**config.mk**
```make
export PLATFORM = sky130hd
export DESIGN_NAME = lpd_page_decoder
export DESIGN_NICKNAME = d
export VERILOG_FILES = /design/src/rtl/lpd_pkg.sv /design/src/rtl/lpd_addr_norm.sv /design/src/rtl/lpd_region_map.sv /design/src/rtl/lpd_page_decoder.sv
export SDC_FILE = /design/constraint.sdc
export NUM_CORES = 1
export LEC_CHECK = 0
export BUFFER_PORTS_ARGS = -buffer_cell sky130_fd_sc_hd__buf_2
export CORE_MARGIN = 2
export CORE_UTILIZATION = 45
export DETAILED_ROUTE_END_ITERATION = 8
export HOLD_SLACK_MARGIN = 0.15
export PLACE_DENSITY_LB_ADDON = 0.1
export SLEW_MARGIN = 20
export SYNTH_ARGS = -nofsm -noshare
export SYNTH_HDL_FRONTEND = slang
export SYNTH_SLANG_ARGS = --single-unit
```
**constraint.sdc**
```tcl
create_clock -name clk -period 0.8 [get_ports clk]
set_input_delay 0 -clock clk [delete_from_list [all_inputs] [get_ports clk]]
set_output_delay 0 -clock clk [all_outputs]
set_load 0.005 [all_outputs]
```
**src/rtl/lpd_pkg.sv**
```systemverilog
package lpd_pkg;
    localparam int NUM_TGT = 10;

    typedef enum logic [3:0] {
        T_MAIN   = 4'd0,
        T_BACK   = 4'd1,
        T_GFX    = 4'd2,
        T_TEXT   = 4'd3,
        T_FONT   = 4'd4,
        T_CGROM  = 4'd5,
        T_IO     = 4'd6,
        T_DICT   = 4'd7,
        T_SYSROM = 4'd8,
        T_EXT    = 4'd9,
        T_NONE   = 4'd15
    } tgt_e;

    typedef enum logic [1:0] {
        SZ_BYTE = 2'b00,
        SZ_HALF = 2'b01,
        SZ_WORD = 2'b10,
        SZ_WRD2 = 2'b11
    } size_e;
endpackage

```
**src/rtl/lpd_addr_norm.sv**
```systemverilog
module lpd_addr_norm #(
    parameter int          ADDR_W   = 32,
    parameter logic [31:0] DMA_MASK = 32'h00FF_FFFF
) (
    input  logic [ADDR_W-1:0] raw_addr,
    input  logic [1:0]        size,
    input  logic              dma,
    output logic [ADDR_W-1:0] norm_addr
);
    logic [ADDR_W-1:0] masked;

    always_comb begin
        masked = dma ? (raw_addr & DMA_MASK[ADDR_W-1:0]) : raw_addr;
        norm_addr = masked;
        unique case (size)
            2'b00: norm_addr = masked;
            2'b01: norm_addr[0] = 1'b0;
            default: norm_addr[1:0] = 2'b00;
        endcase
    end
endmodule

```
**src/rtl/lpd_region_map.sv**
```systemverilog
module lpd_region_map
    import lpd_pkg::*;
#(
    parameter int EXT_MB_W = 7
) (
    input  logic [31:0]         addr,
    input  logic                mm_en,
    input  logic                cg_en,
    input  logic [EXT_MB_W-1:0] ext_mb,
    output logic [NUM_TGT-1:0]  sel,
    output logic [31:0]         offset,
    output logic                miss
);
    localparam logic [32:0] EXT_BASE = 33'h0_0010_0000;

    logic [19:0] page;
    logic [32:0] ext_limit;
    tgt_e        tgt;

    assign page      = addr[31:12];
    assign ext_limit = EXT_BASE + ({{(33-EXT_MB_W){1'b0}}, ext_mb} << 20);

    always_comb begin
        tgt    = T_NONE;
        offset = '0;
        if (page < 20'h000C0) begin
            tgt    = T_MAIN;
            offset = {12'h0, addr[19:0]};
        end else if (page < 20'h000C8) begin
            tgt    = mm_en ? T_BACK : T_GFX;
            offset = mm_en ? {16'h0, addr[15:0]} : {17'h0, addr[14:0]};
        end else if (page < 20'h000CA) begin
            if (!mm_en && !addr[12]) begin
                tgt    = T_TEXT;
                offset = {20'h0, addr[11:0]};
            end else begin
                tgt    = T_BACK;
                offset = {16'h0, addr[15:0]};
            end
        end else if (page == 20'h000CA) begin
            tgt    = mm_en ? T_BACK : T_FONT;
            offset = mm_en ? {16'h0, addr[15:0]} : {20'h0, addr[11:0]};
        end else if (page == 20'h000CB) begin
            if (!mm_en && cg_en) begin
                tgt    = T_CGROM;
                offset = {20'h0, addr[11:0]};
            end else begin
                tgt    = T_BACK;
                offset = {16'h0, addr[15:0]};
            end
        end else if (page < 20'h000D0) begin
            if (!mm_en && page == 20'h000CF && addr[11:7] == 5'h1F) begin
                tgt    = T_IO;
                offset = {25'h0, addr[6:0]};
            end else begin
                tgt    = T_BACK;
                offset = {16'h0, addr[15:0]};
            end
        end else if (page < 20'h000F0) begin
            tgt    = T_DICT;
            offset = {12'h0, addr[19:0] - 20'hD0000};
        end else if (page < 20'h00100) begin
            tgt    = T_SYSROM;
            offset = {14'h0, 2'b11, addr[15:0]};
        end else if ({1'b0, addr} < ext_limit) begin
            tgt    = T_EXT;
            offset = addr - 32'h0010_0000;
        end else if (page >= 20'hFFFC0) begin
            tgt    = T_SYSROM;
            offset = {14'h0, addr[17:0]};
        end
    end

    for (genvar i = 0; i < NUM_TGT; i++) begin : g_onehot
        assign sel[i] = (tgt == tgt_e'(i));
    end

    assign miss = (tgt == T_NONE);
endmodule

```
**src/rtl/lpd_page_decoder.sv**
```systemverilog
module lpd_page_decoder
    import lpd_pkg::*;
#(
    parameter int          EXT_MB_W = 7,
    parameter logic [31:0] DMA_MASK = 32'h00FF_FFFF
) (
    input  logic                clk,
    input  logic                rst_n,
    input  logic                req_valid,
    input  logic [31:0]         req_addr,
    input  logic [1:0]          req_size,
    input  logic                req_dma,
    input  logic                req_write,
    input  logic                main_mem_en,
    input  logic                char_rom_en,
    input  logic [EXT_MB_W-1:0] ext_mb,
    output logic                out_valid,
    output logic [NUM_TGT-1:0]  tgt_sel,
    output logic [31:0]         tgt_offset,
    output logic                tgt_miss,
    output logic                ones_fill
);
    logic [31:0]        aligned;
    logic [NUM_TGT-1:0] map_sel;
    logic [31:0]        map_off;
    logic               map_miss;

    lpd_addr_norm #(.ADDR_W(32), .DMA_MASK(DMA_MASK)) norm_i (
        .raw_addr  (req_addr),
        .size      (req_size),
        .dma       (req_dma),
        .norm_addr (aligned)
    );

    lpd_region_map #(.EXT_MB_W(EXT_MB_W)) map_i (
        .addr   (aligned),
        .mm_en  (main_mem_en),
        .cg_en  (char_rom_en),
        .ext_mb (ext_mb),
        .sel    (map_sel),
        .offset (map_off),
        .miss   (map_miss)
    );

    always_ff @(posedge clk or negedge rst_n) begin
        if (!rst_n) begin
            out_valid  <= 1'b0;
            tgt_sel    <= '0;
            tgt_offset <= '0;
            tgt_miss   <= 1'b0;
            ones_fill  <= 1'b0;
        end else begin
            out_valid  <= req_valid;
            tgt_sel    <= req_valid ? map_sel : '0;
            tgt_offset <= (req_valid && !map_miss) ? map_off : '0;
            tgt_miss   <= req_valid && map_miss;
            ones_fill  <= req_valid && map_miss && !req_write;
        end
    end
endmodule

```
# Word level (Yosys, flattened, before mapping)
# Index checks and enable logic that the tools add are counted.
# W data, S select, Z words.
classes:
  mux: 35
  eq_ne: 15
  n_addsub: 3
  n_reduce_logical: 14
  magnitude_cmp: 8
ops:
  columns: ["cell", "n"]
  rows:
  - ["$mux W32", 11]
  - ["$lt A20 B8 Y1 const B", 5]
  - ["$mux W16", 5]
  - ["$eq A20 B8 Y1 const B", 3]
  - ["$mux W4", 9]
  - ["$lt A32 B33 Y1", 1]
  - ["$sub A32 B21 Y32 const B", 1]
  - ["$add A21 B27 Y28 const A", 1]
  - ["$ge A20 B20 Y1 const B", 1]
  - ["$lt A20 B9 Y1 const B", 1]
  - ["$sub A20 B20 Y20 const B", 1]
  - ["$mux W18", 1]
  - ["$eq A4 B3 Y1 const B", 4]
  - ["$eq A4 B4 Y1 const B", 3]
  - ["$mux W3", 4]
  - ["$mux W10", 1]
  - ["$eq A4 B2 Y1 const B", 2]
  - ["$logic_and A1 B1 Y1", 7]
  - ["$eq A5 B5 Y1 const B", 1]
  - ["$eq A4 B1 Y1 const B", 1]
  - ["$logic_not A1 Y1", 4]
  - ["$logic_not A4 Y1", 1]
  - ["$mux W2", 2]
  - ["$eq A2 B1 Y1 const B", 1]
  - ["other kinds (3)", 4]
word_totals:
  register_bits: 45
  in_bits: 48
  output_inout_bits: 45
  wordCells: 80

# Logic depth before layout (Yosys ltp)
# Gate-level depths: netlist of run 1.
logic_depth:
  depth_word: 17
  mapped_depth: 13
  mapped_depth_nobuf: 12

# Cells and area by module
# Synthesis of run 1 repeated with hierarchy kept, for this count alone.
hier_totals:
  hier_cells: 316
  hier_area_um2: 3036.7
modules_own_cells:
  columns: ["mod", "area_per_inst_um2", "instances", "cells_each", "seq_area_each_um2"]
  rows:
  - ["lpd_page_decoder", 1557.7, 1, 96, 1126.1]
  - ["lpd_region_map", 1249.9, 1, 188, 0.0]
  - ["lpd_addr_norm", 229.0, 1, 32, 0.0]

# Worst setup path before layout of run 1
# Ideal clock, no wire load.
synth_path:
  path_kind: "input to register"
  startpoint: "input port ext_mb[0]"
  endpoint: "register tgt_offset[24]"
  t_arrival_ns: 2.321
  cell_stages: 11
  path_buffers: 0
  required_time_ns: 0.661
  setup_ns: 0.139
  setup_slack_ns: -1.660
  cell_sequence: "ha_1 -> and3_1 -> xnor2_1 -> ha_1 -> nand2_1 -> a21o_1 -> a2111oi_1 -> o21bai_4 -> o21a_1 -> o21ai_1 -> nor3_1"
synth_via:
  elab_chain_len: 15
  elab_cells_between_ends: 24
  classes_between: "1 x add/sub; 1 x order compare; 1 x eq/ne; 19 x mux; 2 x reduce/logical"
synth_rtl:
  columns: ["element", "line_no", "source"]
  rows:
  - ["start: declaration", "lpd_page_decoder.sv:16", "input logic [EXT_MB_W-1:0] ext_mb,"]
  - ["$add A21 B27 Y28 *", "lpd_region_map.sv:21", "assign ext_limit = EXT_BASE + ({{(33-EXT_MB_W){1'b0}}, ext_mb} << 20);"]
  - ["$lt A32 B33 Y1 *", "lpd_region_map.sv:65", "end else if ({1'b0, addr} < ext_limit) begin"]
  - ["$mux W4", "lpd_region_map.sv:65", null]
  - ["$mux W4", "lpd_region_map.sv:62", "end else if (page < 20'h00100) begin"]
  - ["$mux W4", "lpd_region_map.sv:59", "end else if (page < 20'h000F0) begin"]
  - ["$mux W4", "lpd_region_map.sv:51", "end else if (page < 20'h000D0) begin"]
  - ["$mux W4", "lpd_region_map.sv:43", "end else if (page == 20'h000CB) begin"]
  - ["$mux W4", "lpd_region_map.sv:40", "end else if (page == 20'h000CA) begin"]
  - ["$mux W4", "lpd_region_map.sv:32", "end else if (page < 20'h000CA) begin"]
  - ["$mux W4", "lpd_region_map.sv:29", "end else if (page < 20'h000C8) begin"]
  - ["$mux W4", "lpd_region_map.sv:26", "if (page < 20'h000C0) begin"]
  - ["$eq A4 B4 Y1", "lpd_region_map.sv:78", "assign miss = (tgt == T_NONE);"]
  - ["$logic_not A1 Y1", "lpd_page_decoder.sv:55", "tgt_offset <= (req_valid && !map_miss) ? map_off : '0;"]
  - ["$logic_and A1 B1 Y1", "lpd_page_decoder.sv:55", null]
  - ["$mux W32 *", "lpd_page_decoder.sv:55", null]
  - ["end signal: assignment", "lpd_page_decoder.sv:55", null]
  - ["end: declaration", "lpd_page_decoder.sv:19", "output logic [31:0] tgt_offset,"]
# Every way passes the cells marked *; elsewhere a longest branch is shown, timed or not.

# Worst setup path in the final report of run 1
layout_path:
  startpoint: "input port ext_mb[1]"
  endpoint: "register tgt_sel[3]"
layout_via:
  elab_chain_len: 13
layout_rtl:
  columns: ["element", "line_no", "source"]
  rows:
  - ["$add A21 B27 Y28", "lpd_region_map.sv:21", null]
  - ["$lt A32 B33 Y1", "lpd_region_map.sv:65", null]
  - ["$mux W4", "lpd_region_map.sv:65", null]
  - ["$mux W4", "lpd_region_map.sv:62", null]
  - ["$mux W4", "lpd_region_map.sv:59", null]
  - ["$mux W4", "lpd_region_map.sv:51", null]
  - ["$mux W4", "lpd_region_map.sv:43", null]
  - ["$mux W4", "lpd_region_map.sv:40", null]
  - ["$mux W4", "lpd_region_map.sv:32", null]
  - ["$mux W4", "lpd_region_map.sv:29", null]
  - ["$mux W4", "lpd_region_map.sv:26", null]
  - ["$eq A4 B2 Y1", "lpd_region_map.sv:75", "assign sel[i] = (tgt == tgt_e'(i));"]
  - ["$mux W10", "lpd_page_decoder.sv:54", "tgt_sel <= req_valid ? map_sel : '0;"]
  - ["end signal: assignment", "lpd_page_decoder.sv:54", null]
  - ["end: declaration", "lpd_page_decoder.sv:18", "output logic [NUM_TGT-1:0] tgt_sel,"]
# No other way between the ends.

==> results of run 1 <==
-- area by class of cell --
type	instances	area (µm²)
clock inverter	1	30.0
tap	72	90.1
sequential	45	1130
fill	377	1030
timing repair buffer	218	1540
multi-input combinational	201	1610
clock buffer	7	86.3
inverter	15	66.3
-- cell usage after synthesis (all sizes together), types with 2 or more instances --
cell type / count
dfrtp: 45
nand2: 20
nor2: 19
a21oi: 18
inv: 15
ha: 14
and2: 13
nand3: 12
o21ai: 12
nor3: 9
and3: 7
nand4: 7
nor2b: 6
xnor2: 6
a21o: 5
nor4: 5
a211oi: 4
nor3b: 4
a31oi: 3
buf: 3
nand2b: 3
nor4b: 3
xor2: 3
o211ai: 2
o21a: 2
or2: 2
or3: 2
or4b: 2
-- critical path: cells and delay by family --
family | cells | cell delay, ns
XOR/XNOR | 1 | 0.16
buffers and inverters | 3 | 0.37
adder cells (fa/ha/maj) | 2 | 0.42
AO/OA/AOI/OAI | 4 | 0.65
AND/OR/NAND/NOR | 5 | 0.75
-- metrics by stage --
step | TNS, ns | cell area (µm²) | util | total power, mW | hold slack [ns]
2_1_floorplan | -57.18 | 2680 | - | 2.87 | -0.296
3_3_place_gp | -68.17 | 3860 | 0.693 | 3.54 | -0.116
3_5_place_dp | -70.86 | 3860 | 0.693 | 3.57 | -0.112
4_1_cts | -52.61 | 4440 | 0.797 | 5.54 | 0.100
5_1_grt | -57.05 | 4550 | 0.816 | 5.83 | 0.112
6_report | -52.33 | 4550 | 0.816 | 5.60 | 0.102
-- metal layers --
| metal | share of wire | GRT usage | routed length [µm] | up-vias |
|---|---|---|---|---|
| li1 | - | - | - | 1386 |
| met1 | 0.44 | 0.337 | 3590 | 1387 |
| met2 | 0.49 | 0.458 | 3950 | 106 |
| met3 | 0.053 | 0.0303 | 430 | 10 |
| met4 | 0.013 | 0.0881 | 105 | 0 |
| met5 | 0 | 0 | 0 | - |
-- registers in the layout (all words and copies together) (netlist names) --
register,flops
tgt_sel,10
tgt_miss,1
out_valid,1
ones_fill,1
tgt_offset,32
-- power by group --
group	internal, mW	switching [mW]	total [mW]
Clock	1.02	0.752	1.77
Combinational	0.787	0.690	1.48
Sequential	2.34	0.0135	2.35
-- how the worst max path moves through the flow --
stage                                          end      start
after global placement        tgt_sel[0]$_DFF_PN0_  ext_mb[0]
after CTS                     tgt_sel[0]$_DFF_PN0_  ext_mb[1]
after global routing          tgt_sel[3]$_DFF_PN0_  ext_mb[1]
after floorplan           tgt_offset[29]$_DFF_PN0_  ext_mb[0]
after detailed placement   tgt_offset[0]$_DFF_PN0_  ext_mb[0]
final                         tgt_sel[3]$_DFF_PN0_  ext_mb[1]
-- logic make-up (layout without fill, tap and decap cells) --
kind of cell | after synthesis | count (layout)
AND/OR/NAND/NOR | 118 | 118
adder cells (fa/ha/maj) | 14 | 14
AO/OA/AOI/OAI | 57 | 57
buffers and inverters | 18 | 241
XOR/XNOR | 9 | 9
other | 1 | 2
flip-flops | 45 | 45
multiplexers | 1 | 1
-- what timing repair did --
item                       in CTS  in global routing
pin swaps                      24                 12
hold endpoints to repair       68                 11
setup endpoints to repair      48                 70
resized for setup              31                 15
buffers inserted                9                  6
==> metrics, run 1 <==
outcome complete, but fails checks; failing checks negative setup slack; Final Hold Vio Count 0; commonest non-fill, non-tap cells in the layout buf_4, buf_2, dfrtp_1; Synth warnings 0; clock tree root driver cell clkbuf_8; Max FO, Critical Path 5; post-route setup slack -1.33 ns; pre-CTS WS -1.82 ns; largest family of logic cells by synthesized area simple AND/OR/NAND/NOR gates; #FFs+latches synth 45; min cycle time layout 2.13 ns; post-synthesis mux area share 0.00430; Pleak 2.30 nW; VDD IR max 0.868 mV; HP Class in -> async; Worst setup SP type input port; slowest CP cell or3_4; Residual DRC 0; core footprint 5570 µm²; Final Routed Wirelength 8.08 mm; # nets final 548; Simple-Gate Fraction of Synth Area 0.276; CTS buffer count 5; DIE WIDTH 80.3 µm; DRT antenna net count 0; Post-Syn Instances 263; average routed wire per standard cell 14.4 µm; hold_buf cts 25; Remaining Overflow, GRT 0; routed via count 2889; Synth Flop Type dfrtp_1; critical path type in -> reg; adder-cell share of the synthesized area 0.0669; unrepaired setup endpoints after global routing true; DP HPWL 6.02 mm; Synth top area share 0.430; Clock transition at path regs 0.08 ns; arrival time at the worst endpoint 2.35 ns; Die Area 6450 µm²; period utilization 2.66; dpl cells 512; vias in the first global route 2852; # Max-Cap Violations 0; Die Height 80.3 µm; H-tree depth 2; crit-path cells buf_8, ha_4, and3_4, nand3_2, xor2_1, ha_1, a21oi_2, nor3_1, or3_4, o21bai_4, o21ai_4, buf_6, a21o_1, buf_4, nor3_2; post-synthesis xor/xnor area fraction 0.0301; Avg Cell Area, Syn 9.96 µm²; # setup viols final 44; Starting Density 0.470; initial antenna violation count 0; register area share after synthesis 0.430; number of enable flip-flop cells after synthesis 0; GP Congestion 0.889; area delta synth->final 73.6%; CP required 1.03 ns; asr flop ratio synth 1.00; total clock sinks 45; initial DRC count 171; maximum clock path buffer count 2; final max-slew violation count 0; std cell rows 27; Worst setup EP type register; most common cell after layout, fill and taps aside buf_4; post-synthesis compound-gate area fraction 0.160; share of post-route cells with drive strength above 1 0.517; Post-Synthesis Cell Area 2620 µm²; first-pass GRT wire length 13.1 mm; CTS tree built; fmax 0.470 GHz; largest cells by area after synthesis dfrtp_1, ha_1, and2_1; Cell Pwr Density 1230 nW/µm²; largest net degree at the start of global routing 36; distinct cell type count after synthesis 57; GRT Overall Usage 0.263; Antenna diodes 0; Crit path largest cell delay 0.35 ns; DR pass1 iterations 4; io pins 93; Via density 5.17; Layout Cells excl Fill 559; cell taking the most area after synthesis dfrtp_1; port bufs 92
Note: power is estimated with default switching activity, not from simulation.
==> run 2, diff against run 1 <==
- ABC_CLOCK_PERIOD_IN_PS: not set -> 800
- TNS_END_PERCENT: not set -> 1
==> run 2 against run 1 <==
Sequential power barely moved. Largest power group unchanged. Utilization fell by 2.9 points. Total power fell by 2.5%. Clock power barely moved. Cell count fell by 0.89%. Setup slack got worse by 0.14 ns. Critical path type unchanged. First-iteration DRC count fell by 40%. Flip-flop and latch count did not move. The flow still finishes with violations (negative setup slack). Global-route usage rose by 0.30 points.
==> metrics, run 2 (synthesized netlist as in run 1, its figures left out) <==
outcome complete, but fails checks (unchanged); failing checks negative setup slack (unchanged); Final Hold Vio Count 0 (unchanged); fmax 0.440 GHz (was 0.470 GHz); Max FO, Critical Path 9 (was 5); DP HPWL 6.26 mm (was 6.02 mm); most common cell after layout, fill and taps aside buf_4 (unchanged); H-tree depth 2 (unchanged); hold_buf cts 23 (was 25); Largest register FFs 32 (unchanged); Residual DRC 0 (unchanged); GRT Overall Usage 0.266 (was 0.263); VDD IR max 0.960 mV (was 0.868 mV); arrival time at the worst endpoint 2.49 ns (was 2.35 ns); DR pass1 iterations 4 (unchanged); most flop-heavy register tgt_offset (unchanged); Top Registers tgt_offset: 32 flops, tgt_sel: 10 flops (unchanged); filler cell count 401 (was 377); min cycle time layout 2.27 ns (was 2.13 ns); first-pass GRT wire length 13.1 mm (about the same); pre-CTS WS -1.93 ns (was -1.82 ns); Routed met2 length 4.00 mm (was 3.95 mm); post-route setup slack -1.47 ns (was -1.33 ns); vias in the first global route 2806 (was 2852); DRT antenna net count 0 (unchanged); average routed wire per standard cell 14.6 µm (was 14.4 µm); CTS tree built (unchanged); commonest non-fill, non-tap cells in the layout buf_4, buf_2, dfrtp_1 (unchanged); routed via count 2815 (was 2889); Pleak 2.25 nW (was 2.30 nW); maximum clock path buffer count 2 (unchanged); Worst Max-Slew Pin Slew 0.518 ns; DIE WIDTH 80.3 µm (unchanged); Die Height 80.3 µm (unchanged); CP required 1.01 ns (was 1.03 ns); Clock transition at path regs 0.08 ns (about the same); port bufs 92 (unchanged); relative slew slack 0.651; HP Class in -> reg (was in -> async); core footprint 5570 µm² (unchanged); # Max-Cap Violations 0 (unchanged); Final Routed Wirelength 8.10 mm (was 8.08 mm); GP Congestion 0.945 (was 0.889); share of post-route cells with drive strength above 1 0.481 (was 0.517); Cell Pwr Density 1240 nW/µm² (was 1230 nW/µm²); Via density 5.08 (was 5.17); metal3 WL 478 µm (was 430 µm); initial antenna violation count 0 (unchanged); critical path type in -> reg (unchanged); area delta synth->final 67.5% (was 73.6%); largest net degree at the start of global routing 46 (was 36); Routed met1 length 3.45 mm (was 3.59 mm); top routing layer used met4 (unchanged); clock tree root driver cell clkbuf_8 (unchanged); # nets final 543 (was 548); period utilization 2.84 (was 2.66); Antenna diodes 0 (unchanged); CTS buffer count 5 (unchanged); unrepaired setup endpoints after global routing true (unchanged); io pins 93 (unchanged); # setup viols final 43 (was 44); placed cell area 3940 µm² (was 3860 µm²); Worst setup SP type input port (unchanged); final max-slew violation count 0 (unchanged); total power 5.46 mW (was 5.60 mW); Die Area 6450 µm² (unchanged); Starting Density 0.470 (unchanged); total clock sinks 45 (unchanged); std cell rows 27 (unchanged); final instance area 4390 µm² (was 4550 µm²); Worst setup EP type register (unchanged); initial DRC count 103 (was 171); Remaining Overflow, GRT 0 (unchanged)
run 2: power by group:
part | switching (mW) | total [mW] | internal, mW
sequential | 0.0154 | 2.35 | 2.34
clock | 0.726 | 1.74 | 1.02
combinational | 0.656 | 1.36 | 0.704
total | 1.40 | 5.46 | 4.06
run 2: path summary, 6_finish.rpt:
path | start | end | slack, ns | cells past startpoint
max | ext_mb[0] | tgt_offset[31]$_DFF_PN0_ | -1.47 | 15
min | req_addr[21] | tgt_offset[21]$_DFF_PN0_ | 0.10 | 4
max in group asynchronous | rst_n | tgt_offset[17]$_DFF_PN0_ | 0.38 | 3
min in group asynchronous | rst_n | tgt_offset[8]$_DFF_PN0_ | 0.20 | 3
run 2: what timing repair did:
item | 4_1_cts | 5_1_grt
resized for setup | 14 | 4
pin swaps | 7 | 5
cloned | 0 | 0
buffers inserted | 0 | 1
endpoints found under the setup margin | 47 | 69
endpoints found under the hold margin | 71 | 1
run 2: metal layers:
metal	vias up	GRT usage
li1	1376	-
met1	1328	0.339
met2	96	0.454
met3	15	0.0449
met4	0	0.0898
met5	-	0
run 2: per-stage QoR:
stage	setup TNS, ns	utilization	hold WS (ns)	instances
final	-55.65	0.787	0.104	554
after global routing	-60.94	0.787	0.131	554
after CTS	-54.23	0.781	0.108	553
after detailed placement	-73.41	0.706	-0.00418	522
after global placement	-70.82	0.706	-0.00962	522
after floorplan	-58.00	-	-0.296	264
run 2: layout make-up:
| type | count | area, µm² | area share |
|---|---|---|---|
| Sequential cell | 45 | 1130 | 0.257 |
| Clock inverter | 1 | 30.0 | 0.00684 |
| Inverter | 15 | 56.3 | 0.0128 |
| Clock buffer | 7 | 86.3 | 0.0197 |
| Timing Repair Buffer | 213 | 1470 | 0.335 |
| Multi-Input combinational cell | 201 | 1530 | 0.348 |
| Tap cell | 72 | 90.1 | 0.0205 |
run 2: worst max-delay path, cell delays in order:
cell	delay, ns
buf_6	0.08
ha_4	0.13
and3_4	0.18
nand3_2	0.06
xor2_1	0.14
ha_1	0.29
a21oi_1	0.13
nor3_1	0.07
or3_4	0.35
o21bai_4	0.15
buf_6	0.14
o21ai_4	0.09
buf_4	0.14
a211o_4	0.36
a211oi_2	0.17
